$ cat src/rtl/gk_pkg.sv
package gk_pkg;
   // Map a logical gate state (1 = switch on) to the pin level for a polarity.
   function automatic logic to_pin(input logic on_state, input logic act_hi);
      return ~(on_state ^ act_hi);
   endfunction
endpackage

$ cat src/rtl/gk_sync.sv
module gk_sync #(
   parameter int STAGES = 2
) (
   input  logic clk,
   input  logic rst_n,
   input  logic d,
   output logic q,
   output logic q_vld
);
   if (STAGES < 2) begin : g_bad_stages
      $error("gk_sync: STAGES must be at least 2");
   end

   logic [STAGES-1:0] shreg;
   logic [STAGES-1:0] vld;

   always_ff @(posedge clk or negedge rst_n) begin
      if (!rst_n) begin
         shreg <= '0;
         vld   <= '0;
      end else begin
         shreg <= {shreg[STAGES-2:0], d};
         vld   <= {vld[STAGES-2:0], 1'b1};
      end
   end

   assign q     = shreg[STAGES-1];
   assign q_vld = vld[STAGES-1];
endmodule

$ cat src/rtl/gk_qualifier.sv
module gk_qualifier #(
   parameter int CNT_W = 8
) (
   input  logic             clk,
   input  logic             rst_n,
   input  logic             lvl_vld,
   input  logic             lvl,
   input  logic             act_hi,
   input  logic             enable,
   input  logic [CNT_W-1:0] filt_len,
   input  logic             clr,
   output logic             latched
);
   if (CNT_W < 2) begin : g_bad_width
      $error("gk_qualifier: CNT_W must be at least 2");
   end

   localparam logic [CNT_W-1:0] CNT_MAX = '1;

   logic             active;
   logic [CNT_W-1:0] run_cnt;
   logic [CNT_W:0]   run_next;
   logic             confirm;

   assign active   = enable && lvl_vld && (lvl == act_hi);
   assign run_next = {1'b0, run_cnt} + {{CNT_W{1'b0}}, 1'b1};
   assign confirm  = active && (run_next >= {1'b0, filt_len});

   // Consecutive-active counter, saturating, restarts on any inactive cycle.
   always_ff @(posedge clk or negedge rst_n) begin
      if (!rst_n)                run_cnt <= '0;
      else if (!active)          run_cnt <= '0;
      else if (run_cnt != CNT_MAX) run_cnt <= run_cnt + 1'b1;
   end

   // Fault latch: a qualified fault wins over the clear strobe.
   always_ff @(posedge clk or negedge rst_n) begin
      if (!rst_n)       latched <= 1'b0;
      else if (confirm) latched <= 1'b1;
      else if (clr)     latched <= 1'b0;
   end

   assert_confirm_latches_R4: assert property (@(posedge clk) disable iff (!rst_n)
      confirm |=> latched);
   assert_no_rise_unqualified_R4: assert property (@(posedge clk) disable iff (!rst_n)
      (!latched && !confirm) |=> !latched);
   assert_hold_without_clear_R6: assert property (@(posedge clk) disable iff (!rst_n)
      (latched && !clr) |=> latched);
   assert_clear_releases_R6: assert property (@(posedge clk) disable iff (!rst_n)
      (latched && clr && !confirm) |=> !latched);
   assert_clear_ignored_R7: assert property (@(posedge clk) disable iff (!rst_n)
      (clr && confirm) |=> latched);
endmodule

$ cat src/rtl/gk_gate_stage.sv
module gk_gate_stage #(
   parameter bit OUT_REG = 1'b1
) (
   input  logic clk,
   input  logic rst_n,
   input  logic cmd,
   input  logic kill,
   input  logic act_hi,
   output logic pin
);
   import gk_pkg::*;

   logic on_state;

   if (OUT_REG) begin : g_registered
      always_ff @(posedge clk or negedge rst_n) begin
         if (!rst_n) on_state <= 1'b0;
         else        on_state <= cmd & ~kill;
      end

      assert_kill_forces_off_R1: assert property (@(posedge clk) disable iff (!rst_n)
         kill |=> (!$stable(act_hi) || pin == ~act_hi));
      assert_follow_cmd_R11: assert property (@(posedge clk) disable iff (!rst_n)
         !kill |=> (!$stable(act_hi) || pin == ~($past(cmd) ^ act_hi)));
   end else begin : g_direct
      assign on_state = cmd & ~kill;
   end

   assign pin = to_pin(on_state, act_hi);
endmodule

$ cat src/rtl/gate_kill_guard.sv
module gate_kill_guard #(
   parameter int N_INV       = 6,
   parameter int CNT_W       = 8,
   parameter int SYNC_STAGES = 2,
   parameter bit OUT_REG     = 1'b1
) (
   input  logic             clk,
   input  logic             rst_n,
   input  logic [N_INV-1:0] inv_cmd,
   input  logic             pfc_cmd,
   input  logic             main_fault_pin,
   input  logic             pfc_fault_pin,
   input  logic             main_fault_hi,
   input  logic             pfc_fault_hi,
   input  logic             pfc_pin_is_gpio,
   input  logic [CNT_W-1:0] filt_len,
   input  logic             fault_clear,
   input  logic [N_INV-1:0] inv_act_hi,
   input  logic             pfc_act_hi,
   output logic [N_INV-1:0] inv_gate,
   output logic             pfc_gate
);
   if (N_INV < 1) begin : g_bad_ninv
      $error("gate_kill_guard: N_INV must be at least 1");
   end

   logic main_s, main_s_vld, pfc_s, pfc_s_vld;
   logic main_lat, pfc_lat, pfc_kill;

   gk_sync #(.STAGES(SYNC_STAGES)) u_sync_main (
      .clk(clk), .rst_n(rst_n), .d(main_fault_pin), .q(main_s), .q_vld(main_s_vld));
   gk_sync #(.STAGES(SYNC_STAGES)) u_sync_pfc (
      .clk(clk), .rst_n(rst_n), .d(pfc_fault_pin), .q(pfc_s), .q_vld(pfc_s_vld));

   gk_qualifier #(.CNT_W(CNT_W)) u_qual_main (
      .clk(clk), .rst_n(rst_n), .lvl_vld(main_s_vld), .lvl(main_s),
      .act_hi(main_fault_hi), .enable(1'b1), .filt_len(filt_len),
      .clr(fault_clear), .latched(main_lat));
   gk_qualifier #(.CNT_W(CNT_W)) u_qual_pfc (
      .clk(clk), .rst_n(rst_n), .lvl_vld(pfc_s_vld), .lvl(pfc_s),
      .act_hi(pfc_fault_hi), .enable(~pfc_pin_is_gpio), .filt_len(filt_len),
      .clr(fault_clear), .latched(pfc_lat));

   assign pfc_kill = pfc_pin_is_gpio ? main_lat : pfc_lat;

   for (genvar g = 0; g < N_INV; g++) begin : g_inv
      gk_gate_stage #(.OUT_REG(OUT_REG)) u_stage (
         .clk(clk), .rst_n(rst_n), .cmd(inv_cmd[g]), .kill(main_lat),
         .act_hi(inv_act_hi[g]), .pin(inv_gate[g]));
   end

   gk_gate_stage #(.OUT_REG(OUT_REG)) u_stage_pfc (
      .clk(clk), .rst_n(rst_n), .cmd(pfc_cmd), .kill(pfc_kill),
      .act_hi(pfc_act_hi), .pin(pfc_gate));

   if (OUT_REG) begin : g_top_chk
      assert_gpio_main_kills_pfc_R9: assert property (@(posedge clk) disable iff (!rst_n)
         (pfc_pin_is_gpio && main_lat) |=> (!$stable(pfc_act_hi) || pfc_gate == ~pfc_act_hi));
      assert_pfc_fault_spares_inv_R2: assert property (@(posedge clk) disable iff (!rst_n)
         (pfc_lat && !main_lat) |=> (!$stable(inv_act_hi) || inv_gate == ~($past(inv_cmd) ^ inv_act_hi)));
   end
endmodule

$ cat config.mk
export PLATFORM = sky130hd
export DESIGN_NAME = gate_kill_guard
export DESIGN_NICKNAME = d
export VERILOG_FILES = /design/src/rtl/gk_pkg.sv /design/src/rtl/gk_sync.sv /design/src/rtl/gk_qualifier.sv /design/src/rtl/gk_gate_stage.sv /design/src/rtl/gate_kill_guard.sv
export SDC_FILE = /design/constraint.sdc
export NUM_CORES = 1
export LEC_CHECK = 0
export ABC_AREA = 1
export BUFFER_PORTS_ARGS = -buffer_cell sky130_fd_sc_hd__buf_2
export CORE_MARGIN = 3
export CORE_UTILIZATION = 35
export DETAILED_ROUTE_END_ITERATION = 16
export PLACE_DENSITY = 0.6
export SKIP_CTS_REPAIR_TIMING = 1
export SYNTH_ARGS = -nofsm -noshare
export SYNTH_HDL_FRONTEND = slang
export SYNTH_HIERARCHICAL = 1
export SYNTH_SLANG_ARGS = --single-unit
$ cat constraint.sdc
create_clock -name clk -period 5.7 [get_ports clk]
set_input_delay 1.14 -clock clk [delete_from_list [all_inputs] [get_ports clk]]
set_output_delay 1.14 -clock clk [all_outputs]
set_load 0.02 [all_outputs]
# Word-level counts from Yosys, hierarchy flattened
# Cells that the tools add are included.
[word_totals]
regBits = 33
input_bits = 30
[op_classes]
mux = 8
bitwise_logic = 24
n_eq_ne = 6
magnitude_cmp = 2
n_reduce_logical = 7
add_sub_neg = 4
[ops]
columns = ["operator", "count"]
rows = [
  ["8-bit two-way mux", 4],
  ["8-bit by 1-bit adder with 9-bit output, second input constant", 2],
  ["9-bit by 8-bit greater-or-equal comparator with 1-bit output", 2],
  ["8-bit by 1-bit adder with 8-bit output, second input constant", 2],
  ["8-bit inequality test, second input constant", 2],
  ["1-bit inverter", 10],
  ["1-bit AND", 7],
  ["1-bit bitwise XOR", 7],
  ["1-bit logical AND", 5],
  ["1-bit two-way mux", 4],
  ["2-bit inequality test, second input constant", 2],
  ["2-bit nonzero test", 2],
  ["1-bit == test", 2],
]

# Depth between registers and ports, before layout
# Gate-level depths: netlist of the first run.
[logic_depth]
depth_word = 5
ltp_mapped = 14
mapped_depth_nobuf = 14

# Hierarchy
# The synthesis of the first run kept the hierarchy.
[modules_own_cells]
columns = ["module", "instances", "cells_per_inst", "area_per_inst_um2"]
rows = [
  ["gk_qualifier", 2, 94, 711.9],
  ["gk_gate_stage", 7, 8, 51.3],
  ["gk_sync", 2, 5, 103.8],
  ["gate_kill_guard", 1, 5, 23.8],
]

# Worst setup path before layout of the first run
# No wires, ideal clock.
[synth_path]
path_kind = "in2out"
from = "input inv_act_hi[0]"
to = "output inv_gate[0]"
path_stages = 3
path_buffers = 0
arrival_time_ns = 1.358
path_slack_ns = 3.202
path_cell_list = "inv_1 -> nand2_1 -> nand2_1"
[synth_via]
elab_chain_cells = 2
[synth_lines]
columns = ["item", "line_no", "rtl"]
rows = [
  ["start, declared", "gate_kill_guard.sv:18", "input logic [N_INV-1:0] inv_act_hi,"],
  ["1-bit bitwise XOR", "gk_pkg.sv:4", "return ~(on_state ^ act_hi);"],
  ["1-bit inverter", "gk_pkg.sv:4", ""],
  ["end, declared", "gate_kill_guard.sv:20", "output logic [N_INV-1:0] inv_gate,"],
]
# Every way passes these cells.

# Final worst setup path of the first run
[layout_path]
from = "input inv_act_hi[3]"
to = "output inv_gate[3]"
# The elaborated chain is that of the path after synthesis.

==> impl_results.md, run 1 <==
* Status: completed
* Core area at 5335 µm²
* First-pass GRT wire length at 6679 µm
* Cell Pwr Density at 250.5 nW/µm²
* Max Clk Rate at 372.9 MHz
* Initial antenna violation count at 0
* Compound-cell area share of the yosys netlist at 4.099%
* Port bufs at 36
* Worst setup SP type: primary input
* Final Hold Fails at 0
* Synthesized-area fraction occupied by adder cells at 11.18%
* Crit path required time at 4.56 ns
* Cell area after synthesis at 2014 µm²
* Vias in the first global route at 1,662
* GRT Total Usage at 12.88%
* Via count at 1,620
* Drt first pass iters at 4
* Final setup viols at 0
* Critical Path End Type: primary output
* DR iter-0 viols at 35
* Synth Warn # at 6
* Largest net degree at the start of global routing at 34
* GPL Wtd Cong at 0.8620
* Final setup skew at 0.005395 ns
* Mux share of post-synthesis cell area at 0%
* Clock Sinks at 33
* Final core occ at 45.29%
* FF+latch count, synth at 33
* Largest delay share family, worst path: buffers and inverters
* Crit path kind: primary input to primary output
* WL/cell at 10.08 µm
* CP Cell Sequence: buf_2 > inv_1 > nand2_1 > nand2_1 > buf_2
* Most common cell after layout, fill and taps aside: nand2_1
* TritonCTS clock tree: built
* LEAKAGE at 0.001539 µW
* Vias per inst at 4.343
* Hold WS at 0.3476 ns
* Remaining global-route overflow at 0
* Max incr delay on CP at 0.15 ns
* Syn Area/Cell at 7.778 µm²
* Peak VDD IR at 0.2058 mV
* Layout area overhead at 19.94%
* Slowest stage cell, crit path: buf_2
* Hold Path Class: flip-flop to flip-flop
* Largest family of logic cells by synthesized area: simple AND/OR/NAND/NOR gates
* Final period util at 47.04%
* Die Wd at 81.87 µm
* Cell variety after synth at 22
* Simple-gate share of the synthesized area at 26.89%
* DIE AREA at 6702 µm²
* Final Max Tran Viols at 0
* Top area cells in the synthesized netlist: dfrtp_1 41%, nand2_1 13%, inv_1 11%
* Critical Path Fanout Max at 2
* DPL Wire Length at 3015 µm
* Max-cap violations at 0
* Fill count at 559
* RSZ-0062 raised after global routing: false
* Most frequent cells in the layout: 72 x nand2_1, 61 x inv_1, 36 x buf_2, 33 x dfrtp_1, 18 x ha_1
* Initial core utilization at 37.76%
* Cell count after synthesis at 259
* Worst slew pin tran at 0.7262 ns
* Ratio of cells with drive above 1 in the final layout at 19.47%
* DRC viols at 0
* Top-area cell type share of the netlist area at 40.99%
* Post-Synth XOR/XNOR Area at 4.348%
* DRT Wirelength at 3759 µm
* WP data arrival at 1.54 ns
* IO Count at 37
* ANT nets after route at 0
* Final net count at 350
* Sequential-to-total area share from yosys stat at 40.99%
* Min Tclk post-route at 2.681 ns
* # diodes at 0
* Max_slew headroom at 51.59%
* Cell taking the most area after synthesis: dfrtp_1
* Clock-pin slew on the worst setup and hold paths at 0.07 ns
* Clock tree buffer depth at 2
* Rows at 26
* CP bufs+invs at 3
* H-tree levels at 2
* CTS Buf Count at 5
* Clk_lat worst skew at 0.28 ns
* Sum Neg Setup Slack at 0 ns
* Height of the die at 81.87 µm
* Mapped Nets at 307
* CTS root buf: clkbuf_8
[cell families after synthesis]
| kind of cell | count (synthesis) |
|---|---|
| xor+xnor | 10 |
| flops | 33 |
| other cells | 3 |
| buf+inv | 64 |
| simple gates | 117 |
| fa+ha+maj | 18 |
| compound gates | 14 |
[flip-flops by register name (all words and copies together) (netlist names)]
| signal | flops |
|---|---|
| u_sync_pfc/shreg | 2 |
| u_qual_pfc/run_cnt | 8 |
| u_sync_main/vld | 2 |
| g_inv.u_stage/on_state | 6 |
| u_sync_main/shreg | 2 |
| u_qual_pfc/latched | 1 |
| u_stage_pfc/on_state | 1 |
| u_sync_pfc/vld | 2 |
| u_qual_main/run_cnt | 8 |
| u_qual_main/latched | 1 |
[metrics by stage]
stage	cell area [µm²]	worst slack, ns	cells	total power [µW]
6_report	2416	3.019	373	605.3
5_1_grt	2416	2.974	373	646.3
4_1_cts	2416	3.015	373	616.7
3_5_place_dp	2282	3.016	365	351.5
3_3_place_gp	2282	3.043	365	348.1
2_1_floorplan	2014	3.202	259	316.9
[final timing paths]
path                                        startpoint                     end  slack (ns)  cells past startpoint
worst min register to register    u_sync_main/shreg[0]    u_sync_main/shreg[1]        0.35                      0
min in group asynchronous                        rst_n  u_qual_main/run_cnt[0]        0.92                      1
worst max-delay path                     inv_act_hi[3]             inv_gate[3]        3.02                      5
worst min-delay path              u_sync_main/shreg[0]    u_sync_main/shreg[1]        0.35                      0
worst max register to register  u_qual_main/run_cnt[0]     u_qual_main/latched        3.60                     14
max in group asynchronous                        rst_n      u_qual_pfc/latched        4.32                      1
[power by group]
group / switching [µW] / total, µW / internal (µW) / leakage, µW
clock: 85.6 / 259 / 174 / 0.0000681
sequential: 13.2 / 260 / 247 / 0.000424
combinational: 49.6 / 86.0 / 36.4 / 0.00105
[Yosys cell counts, drive strengths merged]
library cell  instances
and2                  2
nand4                 2
nor2                 17
nand3                14
inv                  64
o31ai                 2
xor2                  8
ha                   18
conb                  3
nor4                  4
xnor2                 2
nand2                78
dfrtp                33
o21ai                 6
a21oi                 6
[metal layers]
metal	vias to the layer above	GRT usage [%]	wire, µm
met3	4	3.289	158
met1	737	13.63	1623
li1	855	-	-
met4	0	4.817	29
met2	24	24.23	1947
met5	-	0	0
[final cells by class]
cell class	instances	area [µm²]	area share, %
multi-input cells	162	948.4	39.25
flip-flops and latches	33	825.8	34.18
inverters	64	240.2	9.943
repair buffers	36	180.2	7.457
well taps	70	87.58	3.625
clock buffers	5	68.82	2.848
clock inverters	3	65.06	2.693
Note: power is estimated with default switching activity, not from simulation.
==> run 2, diff against run 1 <==
clock period = 2.55 ns   (was 5.7 ns; I/O delays follow)
==> run 2 against run 1 <==
Effect of this change:
- first-iteration DRC count rose by 110%
- global-route usage is 0.29 points lower
- register-to-register slack worse by 3.1 ns
- largest cell class unchanged
- largest power group unchanged
- highest routed layer unchanged
==> impl_results.md, run 2 (synthesized netlist as in run 1, its figures left out) <==
* Height of the die at 81.87 µm (unchanged)
* Sum Neg Setup Slack at 0 ns (unchanged)
* ANT nets after route at 0 (unchanged)
* WP data arrival at 2.22 ns (was 1.54 ns)
* Remaining global-route overflow at 0 (unchanged)
* Min Tclk post-route at 2.039 ns
* Final Max Tran Viols at 0 (unchanged)
* Layout area overhead at 18.32% (was 19.94%)
* Largest net degree at the start of global routing at 34 (unchanged)
* Status: completed (unchanged)
* Met1 GRT Util at 15.15% (was 13.63%)
* Most common cell after layout, fill and taps aside: nand2_1 (unchanged)
* DPL Wire Length at 2927 µm (was 3015 µm)
* WL/cell at 10.14 µm (was 10.08 µm)
* Rows at 26 (unchanged)
* Worst slew pin tran at 0.7270 ns (was 0.7262 ns)
* Busiest grt layer: met2 (unchanged)
* TritonCTS clock tree: built (unchanged)
* GRT met2 Usage at 19.55% (was 24.23%)
* Final setup viols at 0 (unchanged)
* GRT Total Usage at 12.59% (was 12.88%)
* Placed insts at 365 (unchanged)
* RSZ-0062 raised after global routing: false (unchanged)
* Hold Path Class: primary input to asynchronous set/reset pin (was flip-flop to flip-flop)
* CTS root buf: clkbuf_8 (unchanged)
* Ratio of cells with drive above 1 in the final layout at 19.47% (unchanged)
* Most frequent cells in the layout: 72 x nand2_1, 61 x inv_1, 36 x buf_2, 33 x dfrtp_1, 18 x ha_1 (unchanged)
* Clock Sinks at 33 (unchanged)
* Via count at 1,615 (was 1,620)
* # diodes at 0 (unchanged)
* Crit path required time at 2.73 ns (was 4.56 ns)
* Met3 GRT Util at 5.154% (was 3.289%)
* Max Clk Rate at 490.4 MHz
* GPL Wtd Cong at 0.8983 (was 0.8620)
* Clk_lat worst skew at 0.28 ns (about the same)
* Final Hold Fails at 0 (unchanged)
* Die Wd at 81.87 µm (unchanged)
* Peak VDD IR at 0.3353 mV (was 0.2058 mV)
* Max-cap violations at 0 (unchanged)
* Vias per inst at 4.330 (was 4.343)
* Non-Filler Instances at 373 (unchanged)
* Register Area at 825.8 µm² (unchanged)
* Vias in the first global route at 1,541 (was 1,662)
* Clock-pin slew on the worst setup and hold paths at 0.07 ns (about the same)
* Fill count at 556 (was 559)
* Critical Path Fanout Max at 5 (was 2)
* DR iter-0 viols at 72 (was 35)
* H-tree levels at 2 (unchanged)
* Final period util at 79.97%
* CTS Buf Count at 5 (unchanged)
* DRC viols at 0 (unchanged)
* Max_slew headroom at 51.53% (was 51.59%)
* Final setup skew at 0.007538 ns (was 0.005395 ns)
* DIE AREA at 6702 µm² (unchanged)
* LEAKAGE at 0.001525 µW (was 0.001539 µW)
* IO Count at 37 (unchanged)
* Cell Pwr Density at 503.6 nW/µm² (was 250.5 nW/µm²)
* DRT Wirelength at 3781 µm (was 3759 µm)
* Worst setup SP type: flip-flop (was primary input)
* Critical Path End Type: flip-flop (was primary output)
* Drt first pass iters at 4 (unchanged)
* First-pass GRT wire length at 6375 µm (was 6679 µm)
* Initial core utilization at 37.76% (unchanged)
* Clock tree buffer depth at 2 (unchanged)
* Crit path kind: flip-flop to flip-flop (was primary input to primary output)
* Core area at 5335 µm² (unchanged)
* Port bufs at 36 (unchanged)
* Final net count at 350 (unchanged)
* Initial antenna violation count at 0 (unchanged)
* Area of the multi-input gates at 948.4 µm² (unchanged)
* Biggest regs: u_qual_main/run_cnt (8), u_qual_pfc/run_cnt (8), g_inv.u_stage/on_state (6) (unchanged)
-- run 2: final cells by class --
| cell class | count | share of cell area [%] |
|---|---|---|
| repair buffers | 36 | 7.559 |
| multi-input cells | 162 | 39.79 |
| well taps | 70 | 3.675 |
| clock inverters | 1 | 0.2100 |
| clock buffers | 7 | 4.042 |
| inverters | 64 | 10.08 |
| flip-flops and latches | 33 | 34.65 |
-- run 2: final timing paths --
| path | slack, ns | depth (start not counted) | startpoint | to |
|---|---|---|---|---|
| worst max-delay path | 0.51 | 14 | u_qual_pfc/run_cnt[0] | u_qual_pfc/latched |
| worst min-delay path | 0.28 | 1 | rst_n | u_qual_main/run_cnt[1] |
| worst max register to register | 0.51 | 14 | u_qual_pfc/run_cnt[0] | u_qual_pfc/latched |
| worst min register to register | 0.35 | 0 | u_sync_main/vld[0] | u_sync_main/vld[1] |
| max in group asynchronous | 1.80 | 1 | rst_n | g_inv[0].u_stage/on_state |
| min in group clk | 0.33 | 1 | pfc_fault_pin | u_sync_pfc/shreg[0] |
-- run 2: report_power, final --
group,internal (µW),switching [µW]
Clock,244,186
Sequential,552,27.7
Combinational,81.2,110
Total,877,324
-- run 2: per-layer routing --
layer,vias up,share of wire (%)
li1,861,-
met1,715,45
met2,35,48
met3,4,5.7
met4,0,1.0
met5,-,0
-- run 2: critical path, cell delays in order (launching register included) --
cell	delay (ns)
dfrtp_1	0.44
ha_1	0.27
nand3_2	0.12
xor2_1	0.24
ha_1	0.29
nand2_1	0.09
inv_1	0.04
nand2_1	0.06
nand3_1	0.09
nand2_1	0.07
nand2_1	0.05
nand2_1	0.05
nand2_1	0.04
nand2_1	0.05
nand2_1	0.04
-- run 2: per-stage QoR --
stage | util (%) | total power [µW] | area [µm²] | hold WS, ns | setup slack (ns)
detailed placement | 42.78 | 782.3 | 2282 | 0.3355 | 0.5257
finish | 44.68 | 1200 | 2384 | 0.2838 | 0.5107
global route | 44.68 | 1277 | 2384 | 0.3138 | 0.3547
CTS | 44.68 | 1224 | 2384 | 0.3097 | 0.5037
floorplan | - | 708.4 | 2014 | 0.2144 | 0.7469
global placement | 42.78 | 777.2 | 2282 | 0.3326 | 0.5179
==> run 3, diff against run 2 <==
PLACE_DENSITY = 0.62   (was 0.6)
clock period = 1.8 ns   (was 2.55 ns; I/O delays follow)
==> run 3 against run 2 <==
Effect of this change:
- the flow now finishes with violations (negative setup slack)
- flip-flop and latch count stayed put
- maximum frequency grew 9.8%
- combinational power up 94%
- die area unchanged
- clock power is 27% higher
- power rose by 44%
- worst hold slack worse by 0.16 ns
- non-clock buffer count rose by 12
==> impl_results.md, run 3 (synthesized netlist as in run 1, its figures left out) <==
* Status: complete, but fails checks (was completed)
* Failing checks: negative setup slack
* Rows at 26 (unchanged)
* Place WS at -0.1457 ns (was 0.5257 ns)
* Cell Pwr Density at 663.2 nW/µm² (was 503.6 nW/µm²)
* GRT Total Usage at 12.54% (was 12.59%)
* Final period util at 103.2% (was 79.97%)
* Worst Setup Slack, final at -0.05773 ns (was 0.5107 ns)
* Crit path required time at 1.98 ns (was 2.73 ns)
* # diodes at 0 (unchanged)
* Remaining global-route overflow at 0 (unchanged)
* DRC viols at 0 (unchanged)
* Max-cap violations at 0 (unchanged)
* R2R Path Start: u_qual_main/run_cnt[0] (was u_qual_pfc/run_cnt[0])
* Most common cell after layout, fill and taps aside: nand2_1 (unchanged)
* Vias per inst at 4.403 (was 4.330)
* Biggest regs: u_qual_main/run_cnt (8), u_qual_pfc/run_cnt (8), g_inv.u_stage/on_state (6) (unchanged)
* Crit path kind: flip-flop to flip-flop (unchanged)
* Worst r2r dst: u_qual_main/latched (was u_qual_pfc/latched)
* Final core occ at 48.92% (was 44.68%)
* Initial core utilization at 37.76% (unchanged)
* H-tree levels at 2 (unchanged)
* Largest net degree at the start of global routing at 34 (unchanged)
* Final setup viols at 1 (was 0)
* Final setup skew at 0.006309 ns (was 0.007538 ns)
* Port bufs at 36 (unchanged)
* Via count at 1,695 (was 1,615)
* Clk_lat worst skew at 0.28 ns (about the same)
* Max_slew headroom at 52.09% (was 51.53%)
* WL/cell at 10.15 µm (was 10.14 µm)
* Clock Sinks at 33 (unchanged)
* Clock tree buffer depth at 2 (unchanged)
* Critical Path Fanout Max at 3 (was 5)
* RSZ-0062 raised after global routing: true (was false)
* Drt first pass iters at 4 (unchanged)
* IO Count at 37 (unchanged)
* Initial antenna violation count at 0 (unchanged)
* CTS Buf Count at 5 (unchanged)
* LEAKAGE at 0.001592 µW (was 0.001525 µW)
* Hold WS at 0.1287 ns (was 0.2838 ns)
* Final net count at 362 (was 350)
* Height of the die at 81.87 µm (unchanged)
* Ratio of cells with drive above 1 in the final layout at 27.94% (was 19.47%)
* Max Clk Rate at 538.3 MHz (was 490.4 MHz)
* TritonCTS clock tree: built (unchanged)
* Peak VDD IR at 0.4576 mV (was 0.3353 mV)
* Area after DPL at 2350 µm² (was 2282 µm²)
* ANT nets after route at 0 (unchanged)
* Worst setup SP type: flip-flop (unchanged)
* Clock-pin slew on the worst setup and hold paths at 0.07 ns (about the same)
* Internal reg-to-reg setup slack at -0.06 ns (was 0.51 ns)
* Design Area, Final at 2610 µm² (was 2384 µm²)
* Core area at 5335 µm² (unchanged)
* DRT Wirelength at 3908 µm (was 3781 µm)
* WP data arrival at 2.04 ns (was 2.22 ns)
* Hold Path Class: primary input to asynchronous set/reset pin (unchanged)
* DPL Wire Length at 2969 µm (was 2927 µm)
* Placed insts at 374 (was 365)
* CTS root buf: clkbuf_8 (unchanged)
* Min Tclk post-route at 1.858 ns (was 2.039 ns)
* Worst slew pin tran at 0.7186 ns (was 0.7270 ns)
* Non-Filler Instances at 385 (was 373)
* Die Wd at 81.87 µm (unchanged)
* FF-to-FF path depth at 12 (was 14)
* Most frequent cells in the layout: 70 x nand2_1, 61 x inv_1, 36 x buf_2, 33 x dfrtp_1, 15 x nor2_1 (was 72 x nand2_1, 61 x inv_1, 36 x buf_2, 33 x dfrtp_1, 18 x ha_1)
* Final Max Tran Viols at 0 (unchanged)
* DR iter-0 viols at 71 (was 72)
* DIE AREA at 6702 µm² (unchanged)
* Critical Path End Type: flip-flop (unchanged)
* Layout area overhead at 29.57% (was 18.32%)
* Final Hold Fails at 0 (unchanged)
* GPL Wtd Cong at 0.8106 (was 0.8983)
* First-pass GRT wire length at 6479 µm (was 6375 µm)
* Vias in the first global route at 1,580 (was 1,541)
==> run 3: cell types whose count changed in the layout (fill, tap and decap cells not counted), sizes merged <==
cell,change
clkinvlp,+1
buf,+12
clkbuf,-2
clkinv,+1
==> run 3: worst max-delay path: stages, from the launching register on <==
cell     delay (ns)
dfrtp_1        0.40
ha_4           0.17
nand3_4        0.08
xor2_2         0.17
ha_1           0.33
a21oi_1        0.17
nand3_2        0.12
nand2_2        0.08
nand2_1        0.04
nand2_1        0.05
nand2_1        0.04
nand2_1        0.05
nand2_1        0.05
==> run 3: per-layer routing <==
layer	GRT usage, %	vias to the layer above	share of wire (%)
li1	-	891	-
met1	14.38	770	43
met2	22.05	28	52
met3	3.289	6	3.5
met4	4.983	0	1.1
met5	0	-	0
==> run 3: power breakdown <==
part / internal, µW / switching [µW]
clock network: 267 / 281
registers: 781 / 32.7
logic: 171 / 199
==> run 3: area by class of cell <==
class | instances | area, µm²
Fill cell | 534 | 2725
Timing Repair Buffer | 48 | 277.8
Clock buffer | 5 | 68.82
Tap cell | 70 | 87.58
Inverter | 64 | 240.2
Clock inverter | 3 | 17.52
Multi-Input combinational cell | 162 | 1092
Sequential cell | 33 | 825.8
==> run 3: worst max-delay path by stage <==
stage	startpoint	to	depth (start not counted)
floorplan	u_qual_main/run_cnt[0]	u_qual_main/latched	14
global placement	u_qual_main/run_cnt[0]	u_qual_main/latched	14
detailed placement	u_qual_main/run_cnt[0]	u_qual_main/latched	14
CTS	u_qual_main/run_cnt[0]	u_qual_main/latched	14
global route	u_qual_main/run_cnt[0]	u_qual_main/latched	14
finish	u_qual_main/run_cnt[0]	u_qual_main/latched	12
==> run 3: per-stage QoR <==
step | setup TNS, ns | power (µW)
after detailed placement | -0.2321 | 1146
after floorplan | 0 | 1004
after global placement | -0.1414 | 1133
after global routing | -0.3347 | 1860
final | -0.05773 | 1731
after CTS | -0.2559 | 1700
